## config.mk

```make
export PLATFORM = sky130hd
export DESIGN_NAME = stream_ingress_buffer
export DESIGN_NICKNAME = d
export VERILOG_FILES = /design/src/rtl/stream_in_pkg.sv /design/src/rtl/sib_cfg_regs.sv /design/src/rtl/sib_store.sv /design/src/rtl/sib_level_pipe.sv /design/src/rtl/stream_ingress_buffer.sv
export SDC_FILE = /design/constraint.sdc
export NUM_CORES = 2
export LEC_CHECK = 0
export CAP_MARGIN = 30
export CELL_PAD_IN_SITES_DETAIL_PLACEMENT = 0
export CELL_PAD_IN_SITES_GLOBAL_PLACEMENT = 1
export CORE_MARGIN = 2
export CORE_UTILIZATION = 56
export DETAILED_ROUTE_END_ITERATION = 8
export HOLD_SLACK_MARGIN = 0.1
export PLACE_DENSITY_LB_ADDON = 0.2
export SLEW_MARGIN = 10
export SYNTH_ARGS = -nofsm -noshare
export SYNTH_HDL_FRONTEND = slang
export SYNTH_HIERARCHICAL = 1
export SYNTH_SLANG_ARGS = --single-unit
export TNS_END_PERCENT = 1
```

## constraint.sdc

```tcl
create_clock -name clk -period 6.15 [get_ports clk]
set_input_delay 1.23 -clock clk [delete_from_list [all_inputs] [get_ports clk]]
set_output_delay 1.23 -clock clk [all_outputs]
set_load 0.02 [all_outputs]
```

## src/rtl/stream_in_pkg.sv

```systemverilog
package stream_in_pkg;
  localparam int FLAG_EMPTY = 0;
  localparam int FLAG_MARK  = 1;
  localparam int FLAG_FULL  = 2;
  localparam int NUM_FLAGS  = 3;
  localparam logic CFG_THRESH = 1'b0;
  localparam logic CFG_CTRL   = 1'b1;
  localparam int CTRL_IRQ_EN  = 0;
  localparam int CTRL_CLEAR   = 1;
endpackage

```

## src/rtl/sib_cfg_regs.sv

```systemverilog
module sib_cfg_regs
  import stream_in_pkg::*;
#(
  parameter int CW = 7,
  parameter int THR_RESET = 32
) (
  input  logic          clk,
  input  logic          rst,
  input  logic          cfg_we,
  input  logic          cfg_addr,
  input  logic [7:0]    cfg_wdata,
  output logic [CW-1:0] thresh,
  output logic          irq_en,
  output logic          clr_pulse
);
  always_ff @(posedge clk) begin
    if (rst) begin
      thresh    <= CW'(THR_RESET);
      irq_en    <= 1'b0;
      clr_pulse <= 1'b0;
    end else begin
      clr_pulse <= 1'b0;
      if (cfg_we) begin
        if (cfg_addr == CFG_THRESH) begin
          thresh <= cfg_wdata[CW-1:0];
        end else begin
          irq_en    <= cfg_wdata[CTRL_IRQ_EN];
          clr_pulse <= cfg_wdata[CTRL_CLEAR];
        end
      end
    end
  end

  p_clear_one_cycle_r7: assert property (@(posedge clk) disable iff (rst)
    clr_pulse && !(cfg_we && cfg_addr == CFG_CTRL) |=> !clr_pulse);
endmodule

```

## src/rtl/sib_store.sv

```systemverilog
module sib_store #(
  parameter int W = 32,
  parameter int DEPTH = 64,
  localparam int AW = $clog2(DEPTH),
  localparam int CW = AW + 1
) (
  input  logic          clk,
  input  logic          rst,
  input  logic          clr,
  input  logic          wr_en,
  input  logic [W-1:0]  wr_data,
  input  logic          pop,
  output logic [W-1:0]  rd_data,
  output logic [CW-1:0] count,
  output logic          err
);
  logic [W-1:0]  mem [DEPTH];
  logic [AW-1:0] wptr, rptr;
  logic          full, empty, ovf_now, wr_ok, pop_ok;

  assign full    = (count == CW'(DEPTH));
  assign empty   = (count == '0);
  assign ovf_now = wr_en && full && !err && !clr;
  assign wr_ok   = wr_en && !full && !err && !clr;
  assign pop_ok  = pop && !empty && !err && !clr && !ovf_now;

  always_ff @(posedge clk) begin
    if (wr_ok) mem[wptr] <= wr_data;
  end

  always_ff @(posedge clk) begin
    if (pop_ok) rd_data <= mem[rptr];
  end

  always_ff @(posedge clk) begin
    if (rst || clr) begin
      wptr  <= '0;
      rptr  <= '0;
      count <= '0;
      err   <= 1'b0;
    end else begin
      if (ovf_now) err <= 1'b1;
      if (wr_ok) wptr <= wptr + 1'b1;
      if (pop_ok) rptr <= rptr + 1'b1;
      case ({wr_ok, pop_ok})
        2'b10:   count <= count + 1'b1;
        2'b01:   count <= count - 1'b1;
        default: count <= count;
      endcase
    end
  end

  p_count_bound_r4: assert property (@(posedge clk) disable iff (rst)
    count <= CW'(DEPTH));
  p_err_sticky_r6: assert property (@(posedge clk) disable iff (rst)
    err && !clr |=> err);
  p_err_freeze_r7: assert property (@(posedge clk) disable iff (rst)
    err && !clr |=> $stable(count));
  p_pop_empty_r8: assert property (@(posedge clk) disable iff (rst)
    pop && empty && !clr |=> $stable(rd_data));
endmodule

```

## src/rtl/sib_level_pipe.sv

```systemverilog
module sib_level_pipe
  import stream_in_pkg::*;
#(
  parameter int DEPTH = 64,
  parameter int LAG_STAGES = 2,
  localparam int CW = $clog2(DEPTH) + 1,
  localparam int FW = NUM_FLAGS * LAG_STAGES
) (
  input  logic                 clk,
  input  logic                 rst,
  input  logic [CW-1:0]        count,
  input  logic [CW-1:0]        thresh,
  output logic [NUM_FLAGS-1:0] level_flags
);
  localparam logic [NUM_FLAGS-1:0] IDLE_FLAGS = NUM_FLAGS'(1 << FLAG_EMPTY);

  logic [NUM_FLAGS-1:0]    raw_q;
  logic [FW-1:0]           dly;
  logic [FW+NUM_FLAGS-1:0] chain;
  logic [1:0]              since_rst;

  assign chain = {dly, raw_q};
  assign level_flags = dly[FW-1 -: NUM_FLAGS];

  always_ff @(posedge clk) begin
    if (rst) begin
      raw_q <= IDLE_FLAGS;
      dly   <= {LAG_STAGES{IDLE_FLAGS}};
    end else begin
      raw_q[FLAG_EMPTY] <= (count == '0);
      raw_q[FLAG_MARK]  <= (count > thresh);
      raw_q[FLAG_FULL]  <= (count == CW'(DEPTH));
      dly <= chain[FW-1:0];
    end
  end

  always_ff @(posedge clk) begin
    if (rst) since_rst <= '0;
    else if (since_rst != 2'd3) since_rst <= since_rst + 1'b1;
  end

  p_lag_empty_r5: assert property (@(posedge clk) disable iff (rst)
    (since_rst == 2'd3) && (LAG_STAGES == 2) |->
      level_flags[FLAG_EMPTY] == ($past(count, 3) == '0));
  p_lag_full_r5: assert property (@(posedge clk) disable iff (rst)
    (since_rst == 2'd3) && (LAG_STAGES == 2) |->
      level_flags[FLAG_FULL] == ($past(count, 3) == CW'(DEPTH)));
endmodule

```

## src/rtl/stream_ingress_buffer.sv

```systemverilog
module stream_ingress_buffer
  import stream_in_pkg::*;
#(
  parameter int W = 32,
  parameter int DEPTH = 64,
  parameter int LAG_STAGES = 2,
  parameter int THR_RESET = 32,
  localparam int CW = $clog2(DEPTH) + 1
) (
  input  logic                 clk,
  input  logic                 rst,
  input  logic                 wr_en,
  input  logic [W-1:0]         wr_data,
  input  logic                 cfg_we,
  input  logic                 cfg_addr,
  input  logic [7:0]           cfg_wdata,
  output logic [NUM_FLAGS-1:0] level_flags,
  output logic                 ovf_status,
  output logic                 irq,
  input  logic                 pop,
  output logic [W-1:0]         rd_data,
  output logic                 rd_empty
);
  logic [CW-1:0] thresh, count;
  logic          irq_en, clr_pulse;

  sib_cfg_regs #(.CW(CW), .THR_RESET(THR_RESET)) u_cfg (
    .clk(clk), .rst(rst), .cfg_we(cfg_we), .cfg_addr(cfg_addr),
    .cfg_wdata(cfg_wdata), .thresh(thresh), .irq_en(irq_en),
    .clr_pulse(clr_pulse)
  );

  sib_store #(.W(W), .DEPTH(DEPTH)) u_store (
    .clk(clk), .rst(rst), .clr(clr_pulse), .wr_en(wr_en), .wr_data(wr_data),
    .pop(pop), .rd_data(rd_data), .count(count), .err(ovf_status)
  );

  sib_level_pipe #(.DEPTH(DEPTH), .LAG_STAGES(LAG_STAGES)) u_level (
    .clk(clk), .rst(rst), .count(count), .thresh(thresh),
    .level_flags(level_flags)
  );

  assign rd_empty = (count == '0);

  always_ff @(posedge clk) begin
    if (rst || clr_pulse) irq <= 1'b0;
    else irq <= ovf_status && irq_en;
  end

  p_irq_raise_r6: assert property (@(posedge clk) disable iff (rst)
    ovf_status && irq_en && !clr_pulse |=> irq);
  p_irq_needs_ovf_r6: assert property (@(posedge clk) disable iff (rst)
    !ovf_status |=> !irq);
endmodule

```

* Word level (Yosys, flattened, before mapping)
Memory sizes are Yosys's and may differ from the RTL's. A register that Yosys moved wholly into a read port is not among the register bits.
Cells that the tools add are included.
** Word-level totals
- Input bits :: 46
- RAM bits :: 2048
- Output and inout port bits :: 38
- Flip-flop bits (word level) :: 39
- Memories kept :: 1
- Word-level logic and storage cells :: 46
** Memory list
- u_store.mem :: depth 64, width 32, read ports 1, clocked after memory_dff 1, wr ports 1, line sib_store.sv:17 : logic [W-1:0] mem [DEPTH];
** Cells by class
- Bitwise operators :: 2
- Equality and inequality tests :: 3
- $lt $le $gt $ge :: 1
- Add/sub/neg operators :: 4
- Mux-type cells :: 3
- Reductions and logical operators :: 22
** Operator list (number)
- case mux 7 bit (2 select lines) :: 1
- adder 6 x 1 -> 6 bit (second input constant) :: 2
- logical AND 1 bit :: 11
- adder 7 x 1 -> 7 bit (second input constant) :: 1
- == test 7 bit (second input constant) :: 1
- greater-than comparator 7 bit :: 1
- logical NOT 7 bit :: 1
- subtractor 7 x 1 -> 7 bit (second input constant) :: 1
- logical NOT 1 bit :: 5
- AND reduction 2 bit :: 2
- OR reduction 3 bit :: 1
- == test 2 x 1 -> 1 bit (second input constant) :: 1
- == test 2 bit (second input constant) :: 1
- two-way mux 1 bit :: 2
- inverter 1 bit :: 2
- nonzero test 2 bit :: 1
- logical OR 1 bit :: 1

* Longest topological paths before layout
- Depth in word-level cells :: 8
- Gate-level depth with buffers :: 12
- Depth with buffers taken out :: 12

* By module
The synthesis kept the hierarchy.
** By module, submodules not included
- sib_store :: sequential area each 62860.3 µm², cells each 3464, area an instance 80203.2 µm², instances 1
- sib_level_pipe :: sequential area each 180.2 µm², cells each 48, area an instance 454.2 µm², instances 1
- sib_cfg_regs :: sequential area each 180.2 µm², cells each 37, area an instance 394.1 µm², instances 1
- stream_ingress_buffer :: sequential area each 20.0 µm², cells each 5, area an instance 48.8 µm², instances 1

* Least setup slack after synthesis
OpenSTA, ideal clock, no wires.
- Path type :: input port to flip-flop
- From :: input wr_en
- To :: register u_store.count[6]
- Path slack :: 0.679 ns
- Buffers on the path :: 0
- Stages on the path :: 10
- Library setup time :: 0.071 ns
- Data required time :: 6.079 ns
- Arrival :: 5.401 ns
- Cell sequence :: nand2b_1 a21oi_1 ha_1 ha_1 nor2b_1 o21ai_0 a21boi_0 or4_1 a31o_2 a21oi_1
** On the way
- Word-level cells in the longest chain between the ends :: 7
- Elaborated cells between the ends (all ways) :: 12
- Classes of those cells :: eq/ne: 2; mux: 1; reduce/logical: 9
** Ends and longest elaborated chain
- start: declaration :: line stream_ingress_buffer.sv:12 : input logic wr_en,
- logical AND 1 bit (*) (3 in a row) :: line sib_store.sv:23 : assign ovf_now = wr_en && full && !err && !clr;
- logical NOT 1 bit (*) :: line sib_store.sv:25 : assign pop_ok = pop && !empty && !err && !clr && !ovf_now;
- logical AND 1 bit (*) :: line sib_store.sv:25
- net u_store.pop_ok :: line sib_store.sv:19 : logic full, empty, ovf_now, wr_ok, pop_ok;
- == test 2 x 1 -> 1 bit or == test 2 bit (tied branches) :: line sib_store.sv:45 : case ({wr_ok, pop_ok})
- case mux 7 bit (2 select lines) or nonzero test 2 bit (tied branches)
- end signal: assignment :: line sib_store.sv:46 : 2'b10: count <= count + 1'b1;
- end signal: assignment :: line sib_store.sv:47 : 2'b01: count <= count - 1'b1;
- end signal: assignment :: line sib_store.sv:48 : default: count <= count;
- end: declaration :: line sib_store.sv:14 : output logic [CW-1:0] count,
Mark *: on every way through the listed nets, which the timed path passes. The rest lies on a longest branch.
A chain may end at the register's enable or synchronous reset.

* Worst setup path after layout
- From :: input wr_en
- To :: register u_store.count[6]
** On the way
- Word-level cells in the longest chain between the ends :: 7
- Elaborated cells between the ends (all ways) :: 12
- Classes of those cells :: eq/ne: 2; mux: 1; reduce/logical: 9
** Ends and longest elaborated chain (line)
- logical AND 1 bit (3 in a row) :: sib_store.sv:23
- logical NOT 1 bit :: sib_store.sv:25
- logical AND 1 bit :: sib_store.sv:25
- == test 2 x 1 -> 1 bit or == test 2 bit (tied branches) :: sib_store.sv:45
- case mux 7 bit (2 select lines) or nonzero test 2 bit (tied branches)
Several ways; a longest one is shown, not always the timed one.

==> results.tsv <==
stage	metric	value	unit
route	DRT Pass-1 Iters	7	
setup_path	Bufs and invs on worst path	3	
logic_synthesis	post-synth cell types	59	
setup_path	CP Max Fanout	8	
cts	post-CTS setup buffers	0	
worst_hold_path	Hold WC Path Type	flip-flop to flip-flop	
logic_synthesis	Synthesized Nets	3616	
route	vias	38500	
sta	Max transition margin	0.327	
route	final antenna-violating net count	1	
logic_synthesis	Synth Cell Area	0.0811	mm²
floorplanning	Starting Density	0.565	
logic_synthesis	register area share after synthesis	0.780	
placed_design	gp weighted congestion	0.849	
sta	post-layout min period	4.24	ns
cts	Worst-Skew Late Latency	0.83	ns
sta	Worst Clk Skew	0.0296	ns
run	max_cap viols	0	
final_layout	post-route cell area	0.0920	mm²
route	DRC viols	12	
setup_path	R2R cell count	6	
worst_hold_path	end of the worst hold path	u_level/dly[3]	
placed_design	Place WS	1.15	ns
cts	CTS buffer count	207	
global_routing	GRT Util Overall	0.274	
logic_synthesis	Async S/R FF share, synth	0	
setup_path	crit path cell chain	clkdlybuf4s50_1 > or3b_2 > a41oi_2 > buf_4 > inv_1 > ha_1 > ha_1 > nor2b_1 > o21ai_0 > a21boi_0 > or4_1 > a31o_2 > a21oi_1	
outcome	outcome	finished, violations left	
placed_design	Placed Area	0.0852	mm²
cts	Worst-path clk slew	0.06	ns
cts	CTS root buf	clkbuf_16	
worst_hold_path	hold_sp	u_level/dly[0]	
final_layout	nets@finish	3889	
setup_path	highest-delay cell along the critical path	or4_1	
logic_synthesis	commonest cells in the netlist	edfxtp_1, mux4_2, mux2i_1	
cts	CTS tree	built	
logic_synthesis	Post-synth EDFFs	2080	
sta	Peak Freq	0.236	GHz
cts	hold buffers post-CTS	0	
global_routing	initial antenna violation count	11	
setup_path	Worst EP required	6.90	ns
sta	setup TNS	0	ns
logic_synthesis	Synth top area share	0.770	
floorplanning	I/O Pins	84	
logic_synthesis	Syn Inst Count	3554	
setup_path	Reg2Reg Setup Slack	1.94	ns
outcome	failing checks	antenna rules, DRC	
setup_path	cell family with most CP delay	simple AND/OR/NAND/NOR gates	
logic_synthesis	Primary FF master, synth	edfxtp_1	
setup_path	crit-path max cell delay	0.52	ns
logic_synthesis	Post-Syn Area per Cell	22.8	µm²
route	Iter 0 DRT Violations	5018	
floorplanning	core footprint	0.144	mm²
sta	RSZ-0062 raised after global routing	no	
logic_synthesis	Yosys warning total	6	
floorplanning	DIE WIDTH	385	µm
setup_path	worst r2r dst	u_store/rd_data[16]	
global_routing	largest net degree at the start of global routing	125	
cts	htree depth	4	
final_layout	share of cells above drive strength 1	0.282	
global_routing	global route overflow	0	
route	Avg WL per Cell	33.5	µm
sta	# setup viols final	0	
logic_synthesis	Synth area leaders	edfxtp_1, mux4_2, mux2i_1, dfxtp_1, nor2_1	
final_layout	area delta synth->final	13.4	%
cts	number of gates resized after cts	0	
sta	Worst-Margin Slew	0.998	ns
sta	final hold slack	0.427	ns
power	Leak Pwr	27.9	nW
sta	fin crit share	0.690	
global_routing	first-pass GRT wire length	284	mm
cts	CTS Buffer Depth	3	
logic_synthesis	largest area contributor in the netlist	edfxtp_1	
setup_path	kind of critical path	input port to flip-flop	
route	routed vias/inst	6.51	
sta	fin. max-slew vios	0	
sta	post-route setup slack	1.91	ns
floorplanning	site row count	139	
setup_path	CP Capture Type	flip-flop	
floorplanning	total die area	0.148	mm²
placed_design	HPWL Detailed	112	mm
route	routed wire length	198	mm
cts	clk sink count	2119	
setup_path	most used cell, CP	ha_1	
power	Max IR drop VDD	0.241	mV
setup_path	reg2reg start	u_store/rptr[1]	
logic_synthesis	count leader, synth	edfxtp_1	
floorplanning	Die Y	385	µm
setup_path	crit path DAT	4.99	ns
placed_design	IO buf count	82	
power	PwrDens	384	mW/mm²
setup_path	Startpoint Class	input port	
global_routing	vias in the first global route	38900	
worst_hold_path	Hold Crit Depth	1	
sta	final hold vios	0	
logic_synthesis	Yosys reg bits	2119	
[cell type report]
cell class	count	area (µm²)
flip-flops and latches	2119	63300
fillers	9434	51600
multi-input cells	1226	17300
clock buffers	255	5410
well taps	1903	2380
repair buffers	255	2300
clock inverters	135	1310
inverters	18	67.6
diodes	5	12.5
[layout by cell type (no fill, tap or decap), types with 9 or more instances in the layout]
| cell type | instances |
|---|---|
| edfxtp_1 | 2080 |
| mux4_2 | 537 |
| clkbuf_16 | 208 |
| buf_4 | 145 |
| mux2i_1 | 127 |
| nor2_4 | 64 |
| o21ai_0 | 61 |
| nor2_1 | 59 |
| a21oi_1 | 57 |
| clkinv_1 | 51 |
| clkdlybuf4s50_1 | 50 |
| clkbuf_1 | 44 |
| o22ai_1 | 41 |
| clkinv_2 | 35 |
| buf_2 | 34 |
| dfxtp_1 | 33 |
| nand2_1 | 29 |
| a22oi_1 | 29 |
| a221oi_1 | 24 |
| bufinv_16 | 22 |
| buf_12 | 20 |
| inv_1 | 17 |
| and2_1 | 16 |
| nand3_1 | 15 |
| ha_1 | 15 |
| a211oi_1 | 13 |
| nand2b_1 | 12 |
| nor3_1 | 11 |
| nor2b_1 | 11 |
| a22o_1 | 11 |
| inv_6 | 9 |
[metrics by stage]
step,utilization,power [mW],cells
2_1_floorplan,-,21.0,3554
3_3_place_gp,0.592,23.1,5507
3_5_place_dp,0.593,23.2,5520
4_1_cts,0.640,35.6,5910
5_1_grt,0.640,36.4,5911
6_report,0.640,35.3,5916
[state kept, by name (all words and copies together), names as in the netlist, 3 cells and up]
name,flops
u_cfg/thresh,7
u_level/dly,6
u_level/raw_q,3
u_store/count,7
u_store/mem,2048
u_store/rd_data,32
u_store/rptr,6
u_store/wptr,6
[how the worst max path moves through the flow]
stage                     from             endpoint  slack, ns  cells after the start
3_5_place_dp             wr_en  u_store/mem[15][31]       1.15                      8
6_report                 wr_en     u_store/count[6]       1.91                     13
5_1_grt                  wr_en     u_store/count[6]       1.86                     13
4_1_cts        u_store/rptr[1]  u_store/rd_data[16]       1.94                      6
2_1_floorplan            wr_en     u_store/count[6]       0.68                     10
3_3_place_gp             wr_en     u_store/count[6]       1.11                     13
[cells by family after synthesis]
family	after synthesis	share of synthesized area
flops	2119	0.780
mux	670	0.166
compound gates	275	0.0220
simple gates	254	0.0154
buf+inv	209	0.0134
fa+ha+maj	16	0.00256
xor+xnor	11	0.00119
[layer usage]
metal | wire (µm) | track usage
met1 | 75900 | 0.379
met2 | 99900 | 0.449
met3 | 16100 | 0.0480
met4 | 6260 | 0.0894
met5 | 88 | 0
[report_power, final]
| part | leakage (nW) | switching [mW] | internal (mW) |
|---|---|---|---|
| Sequential | 19.0 | 0.212 | 16.2 |
| Clock | 3.27 | 5.30 | 7.18 |
| Combinational | 5.57 | 3.44 | 3.00 |
(Power assumes the default switching activity.)
